===== src/rtl/tlb_pkg.sv =====
package tlb_pkg;
  localparam int TLB_ENTRIES = 16;
  localparam int TLB_IDX_W   = $clog2(TLB_ENTRIES);
  localparam int VA_W        = 32;
  localparam int ASID_W      = 8;
  localparam int SMALL_OFF_W = 12;
  localparam int BIG_OFF_W   = 24;
  localparam int VPN_W       = VA_W - SMALL_OFF_W;
  localparam int BIG_VPN_W   = VA_W - BIG_OFF_W;

  typedef struct packed {
    logic              valid;
    logic [VPN_W-1:0]  vpn;
    logic [ASID_W-1:0] asid;
    logic              isGlobal;
    logic              big;
    logic [VPN_W-1:0]  pfn;
    logic              cached;
  } tlbEntry_t;

  // strobes from control to datapath
  typedef struct packed {
    logic [TLB_ENTRIES-1:0] wrStrobe;
    logic [TLB_IDX_W-1:0]   selIdx;
    logic                   anyMatch;
    logic                   multiMatch;
  } ctrlStrobes_t;
endpackage


===== src/rtl/tlb_xlate_ctrl.sv =====
module tlb_xlate_ctrl
  import tlb_pkg::*;
(
  input  logic                   wrEn,
  input  logic [TLB_IDX_W-1:0]   wrIdx,
  input  logic [TLB_ENTRIES-1:0] matchVec,
  output ctrlStrobes_t           strobes
);
  logic [TLB_ENTRIES-1:0] wrOneHot;
  logic [TLB_IDX_W-1:0]   firstIdx;

  always_comb begin
    wrOneHot = '0;
    if (wrEn) wrOneHot[wrIdx] = 1'b1;
  end

  // lowest index wins: scan downward so the last assignment is the lowest
  always_comb begin
    firstIdx = '0;
    for (int i = TLB_ENTRIES - 1; i >= 0; i--) begin
      if (matchVec[i]) firstIdx = TLB_IDX_W'(i);
    end
  end

  assign strobes.wrStrobe   = wrOneHot;
  assign strobes.selIdx     = firstIdx;
  assign strobes.anyMatch   = |matchVec;
  assign strobes.multiMatch = |(matchVec & (matchVec - TLB_ENTRIES'(1)));
endmodule


===== src/rtl/tlb_xlate_dp.sv =====
module tlb_xlate_dp
  import tlb_pkg::*;
(
  input  logic                   clk,
  input  logic                   rstN,
  input  logic [VA_W-1:0]        vaddr,
  input  logic [ASID_W-1:0]      asid,
  input  tlbEntry_t              wrEntry,
  input  ctrlStrobes_t           strobes,
  output logic [TLB_ENTRIES-1:0] matchVec,
  output logic                   outHit,
  output logic                   outMiss,
  output logic                   outMulti,
  output logic [VA_W-1:0]        outPaddr,
  output logic                   outCached
);
  tlbEntry_t        entryQ [TLB_ENTRIES];
  tlbEntry_t        selEntry;
  logic [VA_W-1:0]  xlatAddr;

  always_ff @(posedge clk) begin
    for (int i = 0; i < TLB_ENTRIES; i++) begin
      if (!rstN) entryQ[i] <= '0;
      else if (strobes.wrStrobe[i]) entryQ[i] <= wrEntry;
    end
  end

  for (genvar g = 0; g < TLB_ENTRIES; g++) begin : g_cmp
    logic vpnOk;
    logic asidOk;
    assign vpnOk  = entryQ[g].big
                  ? (entryQ[g].vpn[VPN_W-1 -: BIG_VPN_W] == vaddr[VA_W-1 -: BIG_VPN_W])
                  : (entryQ[g].vpn == vaddr[VA_W-1 -: VPN_W]);
    assign asidOk = entryQ[g].isGlobal || (entryQ[g].asid == asid);
    assign matchVec[g] = entryQ[g].valid && vpnOk && asidOk;
  end

  assign selEntry = entryQ[strobes.selIdx];
  assign xlatAddr = selEntry.big
                  ? {selEntry.pfn[VPN_W-1 -: BIG_VPN_W], vaddr[BIG_OFF_W-1:0]}
                  : {selEntry.pfn, vaddr[SMALL_OFF_W-1:0]};

  always_ff @(posedge clk) begin
    if (!rstN) begin
      outHit    <= 1'b0;
      outMiss   <= 1'b0;
      outMulti  <= 1'b0;
      outPaddr  <= '0;
      outCached <= 1'b0;
    end else begin
      outHit    <= strobes.anyMatch;
      outMiss   <= !strobes.anyMatch;
      outMulti  <= strobes.multiMatch;
      outPaddr  <= strobes.anyMatch ? xlatAddr : '0;
      outCached <= strobes.anyMatch && selEntry.cached;
    end
  end
endmodule


===== src/rtl/tlb_xlate.sv =====
module tlb_xlate
  import tlb_pkg::*;
(
  input  logic                 clk,
  input  logic                 rstN,
  input  logic [VA_W-1:0]      vaddr,
  input  logic [ASID_W-1:0]    asid,
  input  logic                 wrEn,
  input  logic [TLB_IDX_W-1:0] wrIdx,
  input  logic                 wrValid,
  input  logic [VPN_W-1:0]     wrVpn,
  input  logic [ASID_W-1:0]    wrAsid,
  input  logic                 wrGlobal,
  input  logic                 wrBig,
  input  logic [VPN_W-1:0]     wrPfn,
  input  logic                 wrCached,
  output logic                 outHit,
  output logic                 outMiss,
  output logic                 outMulti,
  output logic [VA_W-1:0]      outPaddr,
  output logic                 outCached
);
  tlbEntry_t              wrEntry;
  ctrlStrobes_t           strobes;
  logic [TLB_ENTRIES-1:0] matchVec;

  assign wrEntry = '{valid: wrValid, vpn: wrVpn, asid: wrAsid, isGlobal: wrGlobal,
                     big: wrBig, pfn: wrPfn, cached: wrCached};

  tlb_xlate_ctrl ctrl_i (
    .wrEn     (wrEn),
    .wrIdx    (wrIdx),
    .matchVec (matchVec),
    .strobes  (strobes)
  );

  tlb_xlate_dp dp_i (
    .clk       (clk),
    .rstN      (rstN),
    .vaddr     (vaddr),
    .asid      (asid),
    .wrEntry   (wrEntry),
    .strobes   (strobes),
    .matchVec  (matchVec),
    .outHit    (outHit),
    .outMiss   (outMiss),
    .outMulti  (outMulti),
    .outPaddr  (outPaddr),
    .outCached (outCached)
  );
endmodule


===== config.mk =====
export PLATFORM = sky130hd
export DESIGN_NAME = tlb_xlate
export DESIGN_NICKNAME = d
export VERILOG_FILES = /design/src/rtl/tlb_pkg.sv /design/src/rtl/tlb_xlate_ctrl.sv /design/src/rtl/tlb_xlate_dp.sv /design/src/rtl/tlb_xlate.sv
export SDC_FILE = /design/constraint.sdc
export NUM_CORES = 2
export LEC_CHECK = 0
export BUFFER_PORTS_ARGS = -buffer_cell sky130_fd_sc_hd__buf_2
export CAP_MARGIN = 0
export CORE_MARGIN = 2
export CORE_UTILIZATION = 29
export CTS_CLUSTER_DIAMETER = 80
export DETAILED_ROUTE_END_ITERATION = 7
export PLACE_DENSITY = 0.44
export SLEW_MARGIN = 20
export SYNTH_ARGS = -nofsm -noshare
export SYNTH_HDL_FRONTEND = slang
export SYNTH_HIERARCHICAL = 1
export SYNTH_SLANG_ARGS = --single-unit

===== constraint.sdc =====
create_clock -name clk -period 9 [get_ports clk]
set_input_delay 1.8 -clock clk [delete_from_list [all_inputs] [get_ports clk]]
set_output_delay 1.8 -clock clk [all_outputs]
set_load 0.01 [all_outputs]

After elaboration in Yosys (flattened, before gate mapping)

Memories as Yosys holds them, arrays and structs flattened.
Cells that the tools add are included.

Reduce and logical (&&, ||, !) cells: 54
$lt $le $gt $ge: 2
Eq/ne operators: 48
Multiplexer cells: 101
Add/subtract/negate cells: 1
Bitwise operators: 17

Operators by type and width:

| cell                    | number |
|---|---|
| $mux W52                | 16 |
| $eq A20 B20 Y1          | 16 |
| $eq A8 B8 Y1            | 32 |
| $mux W1                 | 66 |
| $mux W4                 | 16 |
| $logic_and A1 B1 Y1     | 34 |
| $reduce_or A16 Y1       | 2 |
| $mux W24                | 1 |
| $and A16 B16 Y16        | 1 |
| $logic_or A1 B1 Y1      | 16 |
| $mux W16                | 1 |
| $or A1 B1 Y1            | 16 |
| $sub A16 B1 Y16 const B | 1 |
| $lt A4 B5 Y1 const B    | 1 |
| $demux W1 S4            | 1 |
| $ge A4 B1 Y1 const B    | 1 |
| $reduce_and A2 Y1       | 1 |
| $logic_not A1 Y1        | 1 |

Output and inout bits: 36
Logic and storage cells: 229
Memories kept: 1
RAM bits: 832
Input bits: 99
Flip-flop bits (word level): 36

Memories:

| name        | words | bits a word | rd ports | clocked after Yosys merged registers in | wr ports | line               | source |
|---|---|---|---|---|---|---|---|
| dp_i.entryQ | 16    | 52          | 17       | 0                                       | 16       | tlb_xlate_dp.sv:17 | `tlbEntry_t entryQ [TLB_ENTRIES];` |

Logic depth before layout (Yosys ltp)

An unclocked memory read counts as a cell.

Depth after elaboration: 22
Mapped depth: 18
Gate-level depth less buffers: 13

By module

The synthesis kept the hierarchy.

Modules (own cells, without submodules):

| module         | times used | seq. area each (sq um) | area an instance (sq um) | cells an instance |
|---|---|---|---|---|
| tlb_xlate_dp   | 1          | 25704.7                | 40072.2                  | 2838 |
| tlb_xlate_ctrl | 1          | 0.0                    | 420.4                    | 74 |

Worst setup path before layout

OpenSTA, ideal clock, no wires.

Kind: input-to-reg
Start point: input port vaddr[12]
End point: register dp_i.outPaddr[17]
Cell stages on the path: 18
Library setup time: 0.121 ns
Arrival: 5.905 ns
Path buffers: 5
Required time: 8.879 ns
Setup slack: 2.974 ns
Cells stage by stage: clkbuf_1 -> buf_2 -> xor2_1 -> nor4_1 -> a31oi_1 -> nor4_1 -> nand2b_1 -> a21oi_1 -> a311oi_1 -> o21bai_1 -> a21oi_1 -> buf_6 -> buf_6 -> buf_2 -> mux4_2 -> a22o_1 -> a221oi_1 -> o21ai_2

RTL lines:

| element                | line               | source |
|---|---|---|
| start: declaration     | tlb_xlate.sv:6     | `input logic [VA_W-1:0] vaddr,` |
| end signal: assignment | tlb_xlate_dp.sv:54 | `outPaddr <= strobes.anyMatch ? xlatAddr : '0;` |
| end: declaration       | tlb_xlate_dp.sv:14 | `output logic [VA_W-1:0] outPaddr,` |

==> run metrics <==
outcome complete, no violations; Period Utilization, post-route 74.7%; P per Cell Area 206 mW/mm2; Cell Area, Synth a little over 0.04 mm2; Post-synth top flop edfxtp_1; switching pwr 2.30 mW; initial antenna violation count 18; syn nets 3,011; Comb pwr share under 10%; H-tree depth 3; most frequent cells in the layout and3_1 (844), edfxtp_1 (832), xor2_1 (402), buf_2 (133), nor4_1 (108); CTS max path bufs 3; area grow syn2layout 14.0%; YS warnings 6; Area after DPL 0.0429 mm2; fillers 13.5k; Critical Path Start Type input pin; P_leak about 19 nW; Core ar. 0.139 mm2; # resized after CTS 0; Die Ht around 380 um; arrival time at the worst endpoint 7.28 ns; Final Hold Vio Count 0; WP data required approximately 9.6 ns; largest net degree at the start of global routing roughly 150; Max Fclk roughly 150 MHz; Worst-Skew Late Latency 0.71 ns; Seq cells post-synth between 800 and 900; Reg clk slew, reported paths 0.06 ns; Post-CTS Hold Fix Bufs 0; Core Util, Final between 30% and 40%; top-level port count 135; half-perimeter wire length after placement 74.3 mm; # port buffers approximately 130; die area 0.143 mm2; Post-CTS Setup Bufs 0; Max VDD drop around 0.00014 V; Max-slew headroom 20.2%; maxcap violations 0; per-cell routed wire length 28.4 um; final setup vio count 0; vias in the first global route ~26k; Switching Share between 20% and 30%; Final Critical Period 6.72 ns; Clock Skews about 0.024 ns; Seq/Total Area, Yosys around 63%; TritonCTS clock tree built; Place WS 1.62 ns; Final ANT Viol Nets 0; RSZ-0062 raised after global routing no; gp weighted congestion 0.878; sequential power share 49.9%; die extent in x ~380 um; # rows 137; cts bufs inserted 102; Yosys top cell area share approximately three fifths; Vias/cell 5.20; fin worst setup slack 2.28 ns; Worst Tran Pin Value 1.19 ns; setup TNS 0 ns; Clock Sinks 868; post-synthesis cell type with the largest combined area edfxtp_1; Residual DRC 0; Max Slew Vio Count 0; commonest non-fill, non-tap cell in the layout and3_1; Total Wirelength 138 mm; initial core utilization 29.1%; CP Class in -> reg; internal power 7.21 mW; min-delay worst type reg -> reg; Iter 0 DRT Violations 2,411; total routing usage reported by global routing 19.2%; Post-layout nets just under 3k; Worst Path Max Fanout 84; asr flop ratio synth 0%; CP endpoint kind flop; Overall Power 9.51 mW; first-pass GRT wire length a little under 200 mm; Synth Instances between 2k and 3k; via count 25.2k; syn avg cell area 13.9 um2; number of synthesized flops with an enable pin about 830; Area contributors post-synth edfxtp_1 (62%), and3_1 (13%), xor2_1 (8.7%), mux4_2 (5.4%), clkbuf_1 (2.5%); layout cells sized above 1 16.0%; GRT overflow 0; clock share of power 42.9%; Pre-antenna DRT Iters 5; Final Instance Area around 0.046 mm2; Netlist cell types 45; clk root buf clkbuf_16
[Yosys cell counts (15+ instances only)]
master    count
xor2_1      402
and3_1      844
xnor2_1      46
a21oi_1      20
dfxtp_1      36
nor2_1       24
nor4_1      108
nand4_1      16
buf_2        35
clkbuf_1    273
edfxtp_1    832
nand2b_1     20
mux4_2       97
a31oi_1      16
nor3_1       19
nand2_1      15
[layer usage]
| layer | global-route usage, % | up-vias | part of all wire (%) |
|---|---|---|---|
| met5 | 0 | - | 0.065 |
| met4 | 4.78 | 16 | 2.3 |
| met3 | 3.62 | 216 | 6.0 |
| met2 | 32.7 | 787 | 49 |
| met1 | 25.2 | 13200 | 43 |
| li1 | - | 10900 | - |
[kinds of logic after synthesis]
kind of cell / Yosys count / synth area share [%]
AO/OA/AOI/OAI: 103 / 1.85
buffers and inverters: 320 / 3.21
XOR/XNOR: 448 / 9.69
flip-flops: 868 / 63.5
AND/OR/NAND/NOR: 1076 / 16.4
multiplexers: 97 / 5.40
[worst max-delay path: stages]
cell	delay, ns
buf_2	0.57
xor2_1	0.15
nor4_1	0.50
a31oi_1	0.17
nor4_1	1.01
o21ai_0	0.26
a311oi_1	0.28
o21bai_1	0.14
a21oi_4	0.36
buf_12	0.61
mux4_2	0.60
a22o_1	0.24
a221oi_1	0.36
o21ai_1	0.10
[worst paths after layout]
| kind | start | endpoint | slack [ns] | cells past startpoint |
|---|---|---|---|---|
| min | dp_i/entryQ[4][1] | dp_i/outPaddr[12] | 0.75 | 3 |
| max reg2reg | dp_i/entryQ[13][44] | dp_i/outPaddr[13] | 3.54 | 13 |
| min reg2reg | dp_i/entryQ[4][1] | dp_i/outPaddr[12] | 0.75 | 3 |
| max | vaddr[16] | dp_i/outPaddr[13] | 2.28 | 14 |
[stage by stage]
stage | cells | hold WS (ns)
floorplan | 2912 | 0.694
global placement | 4655 | 0.728
detailed placement | 4655 | 0.739
CTS | 4843 | 0.758
global route | 4843 | 0.783
finish | 4848 | 0.753
[sequential cells by signal, indices dropped and copies added, names as in the netlist]
signal,cells
dp_i/entryQ,832
dp_i/outPaddr,32
dp_i/outCached,1
dp_i/outMiss,1
dp_i/outMulti,1
dp_i/outHit,1
[area by class of cell]
cell class	count	area, um2	share of cell area, %
Sequential cell	868	25700	55.7
Inverter	3	11.3	0.0244
Antenna cell	5	12.5	0.0271
Tap cell	1876	2350	5.08
Clock inverter	62	557	1.21
Clock buffer	126	2690	5.83
Multi-Input combinational cell	1724	13800	29.8
Timing Repair Buffer	184	1090	2.36
[power groups by stage]
stage / Clock (mW) / Combinational, mW / Sequential [mW]
after detailed placement: 0 / 0.685 / 4.83
after global placement: 0 / 0.677 / 4.82
final: 4.08 / 0.680 / 4.75
after floorplan: 0 / 0.399 / 4.81
after CTS: 4.17 / 0.688 / 4.75
after global routing: 4.31 / 0.729 / 4.77
(Power assumes the default switching activity.)
